===== config.mk =====
export PLATFORM = sky130hd
export DESIGN_NAME = issue_scoreboard
export DESIGN_NICKNAME = d
export VERILOG_FILES = /design/src/rtl/sb_pkg.sv /design/src/rtl/sb_flight_slot.sv /design/src/rtl/sb_issue_ctrl.sv /design/src/rtl/sb_dispatch_reg.sv /design/src/rtl/issue_scoreboard.sv
export SDC_FILE = /design/constraint.sdc
export NUM_CORES = 2
export LEC_CHECK = 0
export BUFFER_PORTS_ARGS = -buffer_cell sky130_fd_sc_hd__buf_2
export CORE_MARGIN = 2
export CORE_UTILIZATION = 60
export CTS_CLUSTER_DIAMETER = 80
export DETAILED_ROUTE_END_ITERATION = 6
export PLACE_DENSITY = 0.78
export SLEW_MARGIN = 20
export SYNTH_ARGS = -nofsm -noshare
export SYNTH_HDL_FRONTEND = slang
export SYNTH_SLANG_ARGS = --single-unit

===== constraint.sdc =====
create_clock -name clk -period 7.1 [get_ports clk]
set_input_delay 1.42 -clock clk [delete_from_list [all_inputs] [get_ports clk]]
set_output_delay 1.42 -clock clk [all_outputs]
set_load 0.01 [all_outputs]

===== src/rtl/sb_pkg.sv =====
package sb_pkg;
  // configuration point for all widths and counts
  parameter int SB_ADDR_W  = 16;
  parameter int SB_LEN_W   = 16;
  parameter int SB_NUM_RES = 3;
  localparam int SB_RES_W  = (SB_NUM_RES > 1) ? $clog2(SB_NUM_RES) : 1;
  localparam int SB_SUM_W  = ((SB_ADDR_W > SB_LEN_W) ? SB_ADDR_W : SB_LEN_W) + 1;

  typedef enum logic [SB_RES_W-1:0] {
    RES_MAIN = 0,
    RES_SUB  = 1,
    RES_DMA  = 2
  } sb_res_e;

  typedef struct packed {
    logic [SB_ADDR_W-1:0] base;
    logic [SB_LEN_W-1:0]  len;
  } sb_rng_t;

  typedef struct packed {
    sb_rng_t wr;
    sb_rng_t rd0;
    sb_rng_t rd1;
  } sb_entry_t;

  // end of a range, widened so it cannot wrap
  function automatic logic [SB_SUM_W-1:0] rng_end(sb_rng_t r);
    return SB_SUM_W'(r.base) + SB_SUM_W'(r.len);
  endfunction

  // half-open interval intersection; empty ranges never intersect
  function automatic logic rng_overlap(sb_rng_t a, sb_rng_t b);
    logic nonempty;
    nonempty = (a.len != '0) && (b.len != '0);
    return nonempty && (SB_SUM_W'(a.base) < rng_end(b)) && (SB_SUM_W'(b.base) < rng_end(a));
  endfunction
endpackage


===== src/rtl/sb_flight_slot.sv =====
module sb_flight_slot
  import sb_pkg::*;
(
  input  logic      clk,
  input  logic      rst,
  input  logic      fill,
  input  logic      done,
  input  sb_entry_t fill_ent,
  input  sb_entry_t head,
  output logic      live_o,
  output logic      raw_o,
  output logic      war_o,
  output logic      waw_o
);
  logic      valid_q;
  sb_entry_t ent_q;

  always_ff @(posedge clk) begin
    if (rst) begin
      valid_q <= 1'b0;
      ent_q   <= '0;
    end else if (fill) begin
      valid_q <= 1'b1;
      ent_q   <= fill_ent;
    end else if (done) begin
      valid_q <= 1'b0;
    end
  end

  // a completion seen this cycle already frees the slot
  assign live_o = valid_q & ~done;

  always_comb begin
    raw_o = live_o & (rng_overlap(head.rd0, ent_q.wr) | rng_overlap(head.rd1, ent_q.wr));
    war_o = live_o & (rng_overlap(head.wr, ent_q.rd0) | rng_overlap(head.wr, ent_q.rd1));
    waw_o = live_o & rng_overlap(head.wr, ent_q.wr);
  end


  slot_fill_chk: assert property (@(posedge clk) disable iff (rst)
    fill |-> (!valid_q || done));


  idle_done_chk: assert property (@(posedge clk) disable iff (rst)
    (!valid_q && done && !fill) |=> !valid_q);


  done_clear_chk: assert property (@(posedge clk) disable iff (rst)
    (valid_q && done && !fill) |=> !valid_q);
endmodule


===== src/rtl/sb_issue_ctrl.sv =====
module sb_issue_ctrl
  import sb_pkg::*;
#(
  parameter int NUM_RES = SB_NUM_RES,
  parameter int RES_W   = SB_RES_W
) (
  input  logic               op_valid,
  input  logic [RES_W-1:0]   op_res,
  input  logic [NUM_RES-1:0] busy,
  input  logic [NUM_RES-1:0] haz,
  output logic               op_ready,
  output logic [NUM_RES-1:0] fill
);
  logic [NUM_RES-1:0] res_hit;
  logic               res_ok;
  logic               sel_busy;
  logic               haz_any;

  for (genvar i = 0; i < NUM_RES; i++) begin : g_dec
    assign res_hit[i] = (op_res == RES_W'(i));
    assign fill[i]    = op_valid & op_ready & res_hit[i];
  end

  assign res_ok   = |res_hit;
  assign sel_busy = |(busy & res_hit);
  assign haz_any  = |haz;
  assign op_ready = res_ok & ~sel_busy & ~haz_any;
endmodule


===== src/rtl/sb_dispatch_reg.sv =====
module sb_dispatch_reg
  import sb_pkg::*;
#(
  parameter int NUM_RES = SB_NUM_RES
) (
  input  logic               clk,
  input  logic               rst,
  input  logic [NUM_RES-1:0] fill,
  input  sb_entry_t          ent,
  output logic [NUM_RES-1:0] disp_valid,
  output sb_entry_t          disp_ent
);
  logic issued;
  assign issued = |fill;

  always_ff @(posedge clk) begin
    if (rst) begin
      disp_valid <= '0;
      disp_ent   <= '0;
    end else begin
      disp_valid <= fill;
      if (issued) disp_ent <= ent;
    end
  end


  disp_onehot_chk: assert property (@(posedge clk) disable iff (rst)
    $onehot0(disp_valid));


  disp_cause_chk: assert property (@(posedge clk) disable iff (rst)
    (disp_valid != '0) |-> $past(issued));
endmodule


===== src/rtl/issue_scoreboard.sv =====
module issue_scoreboard
  import sb_pkg::*;
#(
  parameter int NUM_RES = SB_NUM_RES,
  parameter int ADDR_W  = SB_ADDR_W,
  parameter int LEN_W   = SB_LEN_W,
  parameter int RES_W   = SB_RES_W
) (
  input  logic               clk,
  input  logic               rst,
  input  logic               op_valid,
  output logic               op_ready,
  input  logic [RES_W-1:0]   op_res,
  input  logic [ADDR_W-1:0]  op_wr_base,
  input  logic [LEN_W-1:0]   op_wr_len,
  input  logic [ADDR_W-1:0]  op_rd0_base,
  input  logic [LEN_W-1:0]   op_rd0_len,
  input  logic [ADDR_W-1:0]  op_rd1_base,
  input  logic [LEN_W-1:0]   op_rd1_len,
  input  logic [NUM_RES-1:0] res_done,
  output logic [NUM_RES-1:0] disp_valid,
  output logic [ADDR_W-1:0]  disp_wr_base,
  output logic [LEN_W-1:0]   disp_wr_len,
  output logic [ADDR_W-1:0]  disp_rd0_base,
  output logic [LEN_W-1:0]   disp_rd0_len,
  output logic [ADDR_W-1:0]  disp_rd1_base,
  output logic [LEN_W-1:0]   disp_rd1_len
);
  sb_entry_t          head;
  sb_entry_t          disp_ent;
  logic [NUM_RES-1:0] live_v, raw_v, war_v, waw_v, haz_v, fill_v;

  assign head.wr.base  = op_wr_base;
  assign head.wr.len   = op_wr_len;
  assign head.rd0.base = op_rd0_base;
  assign head.rd0.len  = op_rd0_len;
  assign head.rd1.base = op_rd1_base;
  assign head.rd1.len  = op_rd1_len;

  for (genvar i = 0; i < NUM_RES; i++) begin : g_slot
    sb_flight_slot u_slot (
      .clk      (clk),
      .rst      (rst),
      .fill     (fill_v[i]),
      .done     (res_done[i]),
      .fill_ent (head),
      .head     (head),
      .live_o   (live_v[i]),
      .raw_o    (raw_v[i]),
      .war_o    (war_v[i]),
      .waw_o    (waw_v[i])
    );
    assign haz_v[i] = raw_v[i] | war_v[i] | waw_v[i];


    busy_issue_chk: assert property (@(posedge clk) disable iff (rst)
      (op_valid && op_ready && op_res == RES_W'(i)) |-> !live_v[i]);
  end

  sb_issue_ctrl #(.NUM_RES(NUM_RES), .RES_W(RES_W)) u_ctrl (
    .op_valid (op_valid),
    .op_res   (op_res),
    .busy     (live_v),
    .haz      (haz_v),
    .op_ready (op_ready),
    .fill     (fill_v)
  );

  sb_dispatch_reg #(.NUM_RES(NUM_RES)) u_disp (
    .clk        (clk),
    .rst        (rst),
    .fill       (fill_v),
    .ent        (head),
    .disp_valid (disp_valid),
    .disp_ent   (disp_ent)
  );

  assign disp_wr_base  = disp_ent.wr.base;
  assign disp_wr_len   = disp_ent.wr.len;
  assign disp_rd0_base = disp_ent.rd0.base;
  assign disp_rd0_len  = disp_ent.rd0.len;
  assign disp_rd1_base = disp_ent.rd1.base;
  assign disp_rd1_len  = disp_ent.rd1.len;


  raw_issue_chk: assert property (@(posedge clk) disable iff (rst)
    (op_valid && op_ready) |-> (raw_v == '0));


  war_issue_chk: assert property (@(posedge clk) disable iff (rst)
    (op_valid && op_ready) |-> (war_v == '0));


  waw_issue_chk: assert property (@(posedge clk) disable iff (rst)
    (op_valid && op_ready) |-> (waw_v == '0));


  bad_res_chk: assert property (@(posedge clk) disable iff (rst)
    (op_valid && op_res == RES_W'(3)) |-> !op_ready);


  stall_quiet_chk: assert property (@(posedge clk) disable iff (rst)
    (op_valid && !op_ready) |=> (disp_valid == '0));
endmodule


---- Yosys cells after proc, flatten, opt, wreduce, memory -nomap -nowiden ----
Index checks and enable logic that the tools add are counted.
storage, ports and cells
  word-level logic and storage cells ...... 179
  register bits ........................... 390
  bits of input ports ..................... 104
cells by class
  multiplexer cells ....................... 6
  reduce and logical (&&, ||, !) cells .... 65
  eq/ne operators ......................... 2
  bitwise logic cells ..................... 36
  order comparisons ....................... 30
  $add $sub $neg .......................... 12
operators with widths
  operator            count
  $lt 16x17->1        30
  $add 16x16->17      12
  $reduce_bool 16->1  12
  $logic_and 1x1->1   45
  $and 1x1->1         18
  $or 1x1->1          12
  $reduce_or 3->1     4
  $mux 1              6
  $reduce_bool 2->1   3
  $not 1->1           5
  $and 3x3->3         1
  $eq 2x1->1 const B  1
  $eq 2x2->1 const B  1
  $logic_not 2->1     1

---- Depth between registers and ports, before layout ----
  depth in word-level cells ............... 14
  depth in mapped cells ................... 27
  mapped depth without buffers ............ 24

---- Hierarchy ----
From an unflattened synthesis, not the netlist that was laid out.
unflattened totals
  cell total of the unflattened synthesis .. 4,205
  area, all modules ....................... 36,825.3 um^2
by module, submodules not included
  module                             cells an instance  times used  area each (um^2)
  sb_flight_slot (g_slot[2].u_slot)  1,254              1           10,801.6
  sb_flight_slot (g_slot[0].u_slot)  1,257              1           10,760.3
  sb_flight_slot (g_slot[1].u_slot)  1,218              1           10,577.6
  sb_dispatch_reg                    464                1           4,594.4
  sb_issue_ctrl                      9                  1           72.6
  issue_scoreboard                   3                  1           18.8

---- Least setup slack after synthesis ----
OpenSTA, ideal clock, no wires.
  path type ............................... input to output
  start point ............................. input op_wr_base[0]
  end point ............................... output op_ready
  path buffers ............................ 0
  cell stages on the path ................. 20
  arrival ................................. 5,355 ps
  slack ................................... 325 ps
  cells stage by stage .................... ha_1 > fa_1 > a211oi_1 > o21a_1 > nor2_1 > o21ai_0 > nand2b_1 > a21oi_1 > xor2_1 > ha_1 > a21oi_1 > o22ai_1 > a2111oi_0 > a21oi_1 > o31ai_1 > o2111ai_1 > a21o_1 > nand3_1 > a21oi_1 > and3_1
between the ends
  word-level cells in the longest chain between the ends .. 10
ends and longest elaborated chain
  element                                            line                        RTL
  start: declaration                                 issue_scoreboard.sv:14      input logic [ADDR_W-1:0] op_wr_base,
  $add 16x16->17 or $lt 16x17->1 (tied branches)     sb_pkg.sv:28, sb_pkg.sv:35
  $lt 16x17->1 or $logic_and 1x1->1 (tied branches)  sb_pkg.sv:35                return nonempty && (SB_SUM_W'(a.base) < rng_end(b)) && (SB_SUM_W'(b.base) < rng_end(a));
  $logic_and 1x1->1                                  sb_pkg.sv:35
  $or 1x1->1                                         sb_flight_slot.sv:35        war_o = live_o & (rng_overlap(head.wr, ent_q.rd0) | rng_overlap(head.wr, ent_q.rd1));
  $and 1x1->1                                        sb_flight_slot.sv:35
  $or 1x1->1 (2 in series)                           issue_scoreboard.sv:53      assign haz_v[i] = raw_v[i] | war_v[i] | waw_v[i];
  $reduce_or 3->1 *                                  sb_issue_ctrl.sv:26         assign haz_any = |haz;
  $not 1->1 *                                        sb_issue_ctrl.sv:27         assign op_ready = res_ok & ~sel_busy & ~haz_any;
  $and 1x1->1 *                                      sb_issue_ctrl.sv:27
  end: declaration                                   issue_scoreboard.sv:12      output logic op_ready,
Every way passes the cells marked *; elsewhere a longest branch is shown, timed or not.

---- Worst setup path in the final report ----
  start point ............................. input op_rd1_base[1]
  end point ............................... output op_ready
between the ends
  word-level cells in the longest chain between the ends .. 10
ends and longest elaborated chain
  element                                            line                        RTL
  start: declaration                                 issue_scoreboard.sv:18      input logic [ADDR_W-1:0] op_rd1_base,
  $add 16x16->17 or $lt 16x17->1 (tied branches)     sb_pkg.sv:28, sb_pkg.sv:35
  $lt 16x17->1 or $logic_and 1x1->1 (tied branches)  sb_pkg.sv:35
  $logic_and 1x1->1                                  sb_pkg.sv:35
  $or 1x1->1                                         sb_flight_slot.sv:34        raw_o = live_o & (rng_overlap(head.rd0, ent_q.wr) | rng_overlap(head.rd1, ent_q.wr));
  $and 1x1->1                                        sb_flight_slot.sv:34
  $or 1x1->1 (2 in series)                           issue_scoreboard.sv:53
  $reduce_or 3->1 *                                  sb_issue_ctrl.sv:26
  $not 1->1 *                                        sb_issue_ctrl.sv:27
  $and 1x1->1 *                                      sb_issue_ctrl.sv:27
Marks and branches as above.

==> impl_metrics.json <==
{
  "syn-num-nets": 4349,
  "status": "finished, final reports clean",
  "numClockSinks": 390,
  "ys_ff_latch": 390,
  "grt_overflow_total": 0,
  "total_power_mw": 6.716,
  "crit_path_end_kind": "output port",
  "fp.dieH_um": 239.3,
  "antenna_found_initial": 13,
  "final_cell_area_um2": 38000,
  "placed_cell_area_um2": 35770,
  "start_util": 0.6052,
  "relSlewSlack": 0.3059,
  "ioPinCount": 204,
  "max-cap-violations": 0,
  "drt_iter0_drc": 3093,
  "dieArea_um2": 57250,
  "ir_drop_mv": 0.2148,
  "ys_warn_count": 0,
  "htreeDepth": 2,
  "routed_wirelength_mm": 124.1,
  "grt_pass1_wl_mm": 178.7,
  "critical_path_arrival_ns": 5.58,
  "async_reset_ff_frac": 0,
  "drive_above_1_share": 0.1392,
  "nNetsFinal": 4670,
  "fin_crit_ns": 7.002,
  "path_class": "in -> out",
  "hold_class": "reg -> reg",
  "finalHoldViolations": 0,
  "cts_hold_buf": 0,
  "r2r-start": "g_slot[0].u_slot.ent_q[80]",
  "synth.cell_area_um2": 33210,
  "hold_start": "u_disp.disp_ent[68]",
  "grt_max_degree": 197,
  "synth-main-ff-cell": "dfxtp_1",
  "final_util": 0.6925,
  "layout_setup_ws_ns": 0.09763,
  "die_x_um": 239.3,
  "clock.fmax_ghz": 0.1428,
  "drt_first_pass_iters": 6,
  "cts_buffers": 45,
  "drc": 0,
  "path_max_fanout": 3,
  "power_leakage_nw": 18.66,
  "dp_hpwl_mm": 96.63,
  "fin_crit_sh": 0.9862,
  "synth.avg_cell_area_um2": 9.218,
  "tritoncts": "built",
  "via_count": 30480,
  "final_common_cell": "ha_1",
  "wl_per_cell_um": 26.57,
  "worst_skew_pair.late_latency_ns": 0.61,
  "area_growth_pct": 14.42,
  "drtAntennaViolNets": 0,
  "place_ws_ns": -0.4289,
  "cts_buffer_depth": 3,
  "viasPerCell": 6.524,
  "core_area_um2": 54880,
  "skew_ns": 0.01978,
  "final_cell_mix": "ha_1, nand2b_1, dfxtp_1",
  "timing.final.max_slew_violations": 0,
  "seq_area_frac_synth": 0.2351,
  "startpoint": "op_rd1_base[1]",
  "worst_pin_slew_ns": 1.041,
  "globalplace.congestion": 1.083,
  "cp_data_required_time_ns": 5.68,
  "synth_edf_count": 0,
  "grt_pass1_vias": 28260,
  "portBuffers": 203,
  "setup.worst_path.start_class": "input port",
  "track_usage": 0.4228,
  "clk_pin_slew_ns": 0.06,
  "cellPowerDensity_nw_per_um2": 176.7,
  "cts-root-buf": "clkbuf_16",
  "synthCells": 3603,
  "synth_cell_types": 76,
  "core.rowCount": 86,
  "setup_viol": 0
}
per-stage QoR:
step	cells	setup TNS [ns]	hold slack (ns)
2_1_floorplan	3603	0	0.4622
3_3_place_gp	4560	-0.3653	0.4588
3_5_place_dp	4560	-0.4289	0.4631
4_1_cts	4643	0	0.4734
5_1_grt	4666	-0.09687	0.4860
6_report	4672	0	0.4725
power by group:
| part | switching (mW) | internal [mW] |
|---|---|---|
| logic | 1.12 | 0.798 |
| clock network | 1.03 | 1.39 |
| registers | 0.0984 | 2.27 |
| total | 2.26 | 4.46 |
synthesized netlist by cell type (all sizes together) (16+ instances only):
master	n	area, um^2
a211o	17	148.9
nand2	95	356.6
o21ai	169	845.8
a211oi	35	267.8
and3	16	100.1
nand2b	536	3353
o31ai	16	125.1
ha	630	7883
nor2b	36	225.2
o2111ai	19	166.4
dfxtp	390	7807
nor2	137	514.2
o21a	47	352.8
o211ai	20	150.1
nor4	51	334.1
a31oi	16	100.1
buf	43	372.9
inv	67	251.5
xor2	86	753.2
mux2i	385	3854
nor3	32	160.2
a21oi	247	1240
nand3	53	265.3
o21bai	35	262.8
xnor2	64	560.5
clkbuf	56	210.2
nand4	47	294.0
a21o	93	698.2
sequential cells by signal (all words and copies together), names as in the netlist:
| signal | flops |
|---|---|
| g_slot.u_slot.ent_q | 288 |
| g_slot.u_slot.valid_q | 3 |
| u_disp.disp_valid | 3 |
| u_disp.disp_ent | 96 |
timing repair:
action | CTS | global route
setup buffers | 1 | 22
pin swaps | 5 | 70
resized for setup | 17 | 103
setup endpoints to repair | 1 | 1
hold endpoints to repair | 0 | 0
cell families (layout without fill, tap and decap cells):
logic type      Yosys count  count (layout)  synth area share
flops                   390             390            0.2351
fa+ha+maj               650             650            0.2471
other cells               0               9                 0
mux                     385             385            0.1160
simple gates           1055            1055            0.1801
compound gates          807             807            0.1570
xor+xnor                150             150           0.03956
buf+inv                 166             522           0.02513
layer usage:
layer	track usage	wire, um	vias up
met4	0.3074	10540	8
met3	0.1079	13380	517
met2	0.6379	52440	1585
met5	0	71	-
li1	-	-	13990
met1	0.5224	47690	14380
final cells by class:
| type | instances | area [um^2] |
|---|---|---|
| Timing Repair Buffer | 373 | 2475 |
| Clock buffer | 64 | 1289 |
| Tap cell | 704 | 880.8 |
| Sequential cell | 390 | 7811 |
| Clock inverter | 18 | 222.7 |
| Fill cell | 4445 | 16880 |
| Antenna cell | 9 | 22.52 |
| Multi-Input combinational cell | 3047 | 25050 |
| Inverter | 67 | 251.5 |
worst max-delay path: stages:
cell and delay [ns]:
buf_2 0.12, ha_1 0.29, a21o_1 0.18, a21oi_2 0.16
o21bai_1 0.10, a21oi_2 0.20, o21bai_1 0.10, a21oi_2 0.17
nor2b_1 0.09, o31ai_2 0.29, nand2_1 0.16, a211oi_2 0.27
xor2_1 0.25, ha_1 0.21, nand3_1 0.12, o31ai_2 0.43
a211oi_2 0.19, o41ai_4 0.43, and3_4 0.28, buf_6 0.11
worst paths after layout:
| kind | endpoint | slack [ns] | cells past startpoint |
|---|---|---|---|
| worst max register to register | g_slot[0].u_slot.ent_q[76] | 1.29 | 21 |
| worst max-delay path | op_ready | 0.1 | 20 |
| worst min register to register | u_disp.disp_ent[68] | 0.47 | 2 |
| worst min-delay path | u_disp.disp_ent[68] | 0.47 | 2 |
(Power assumes the default switching activity.)
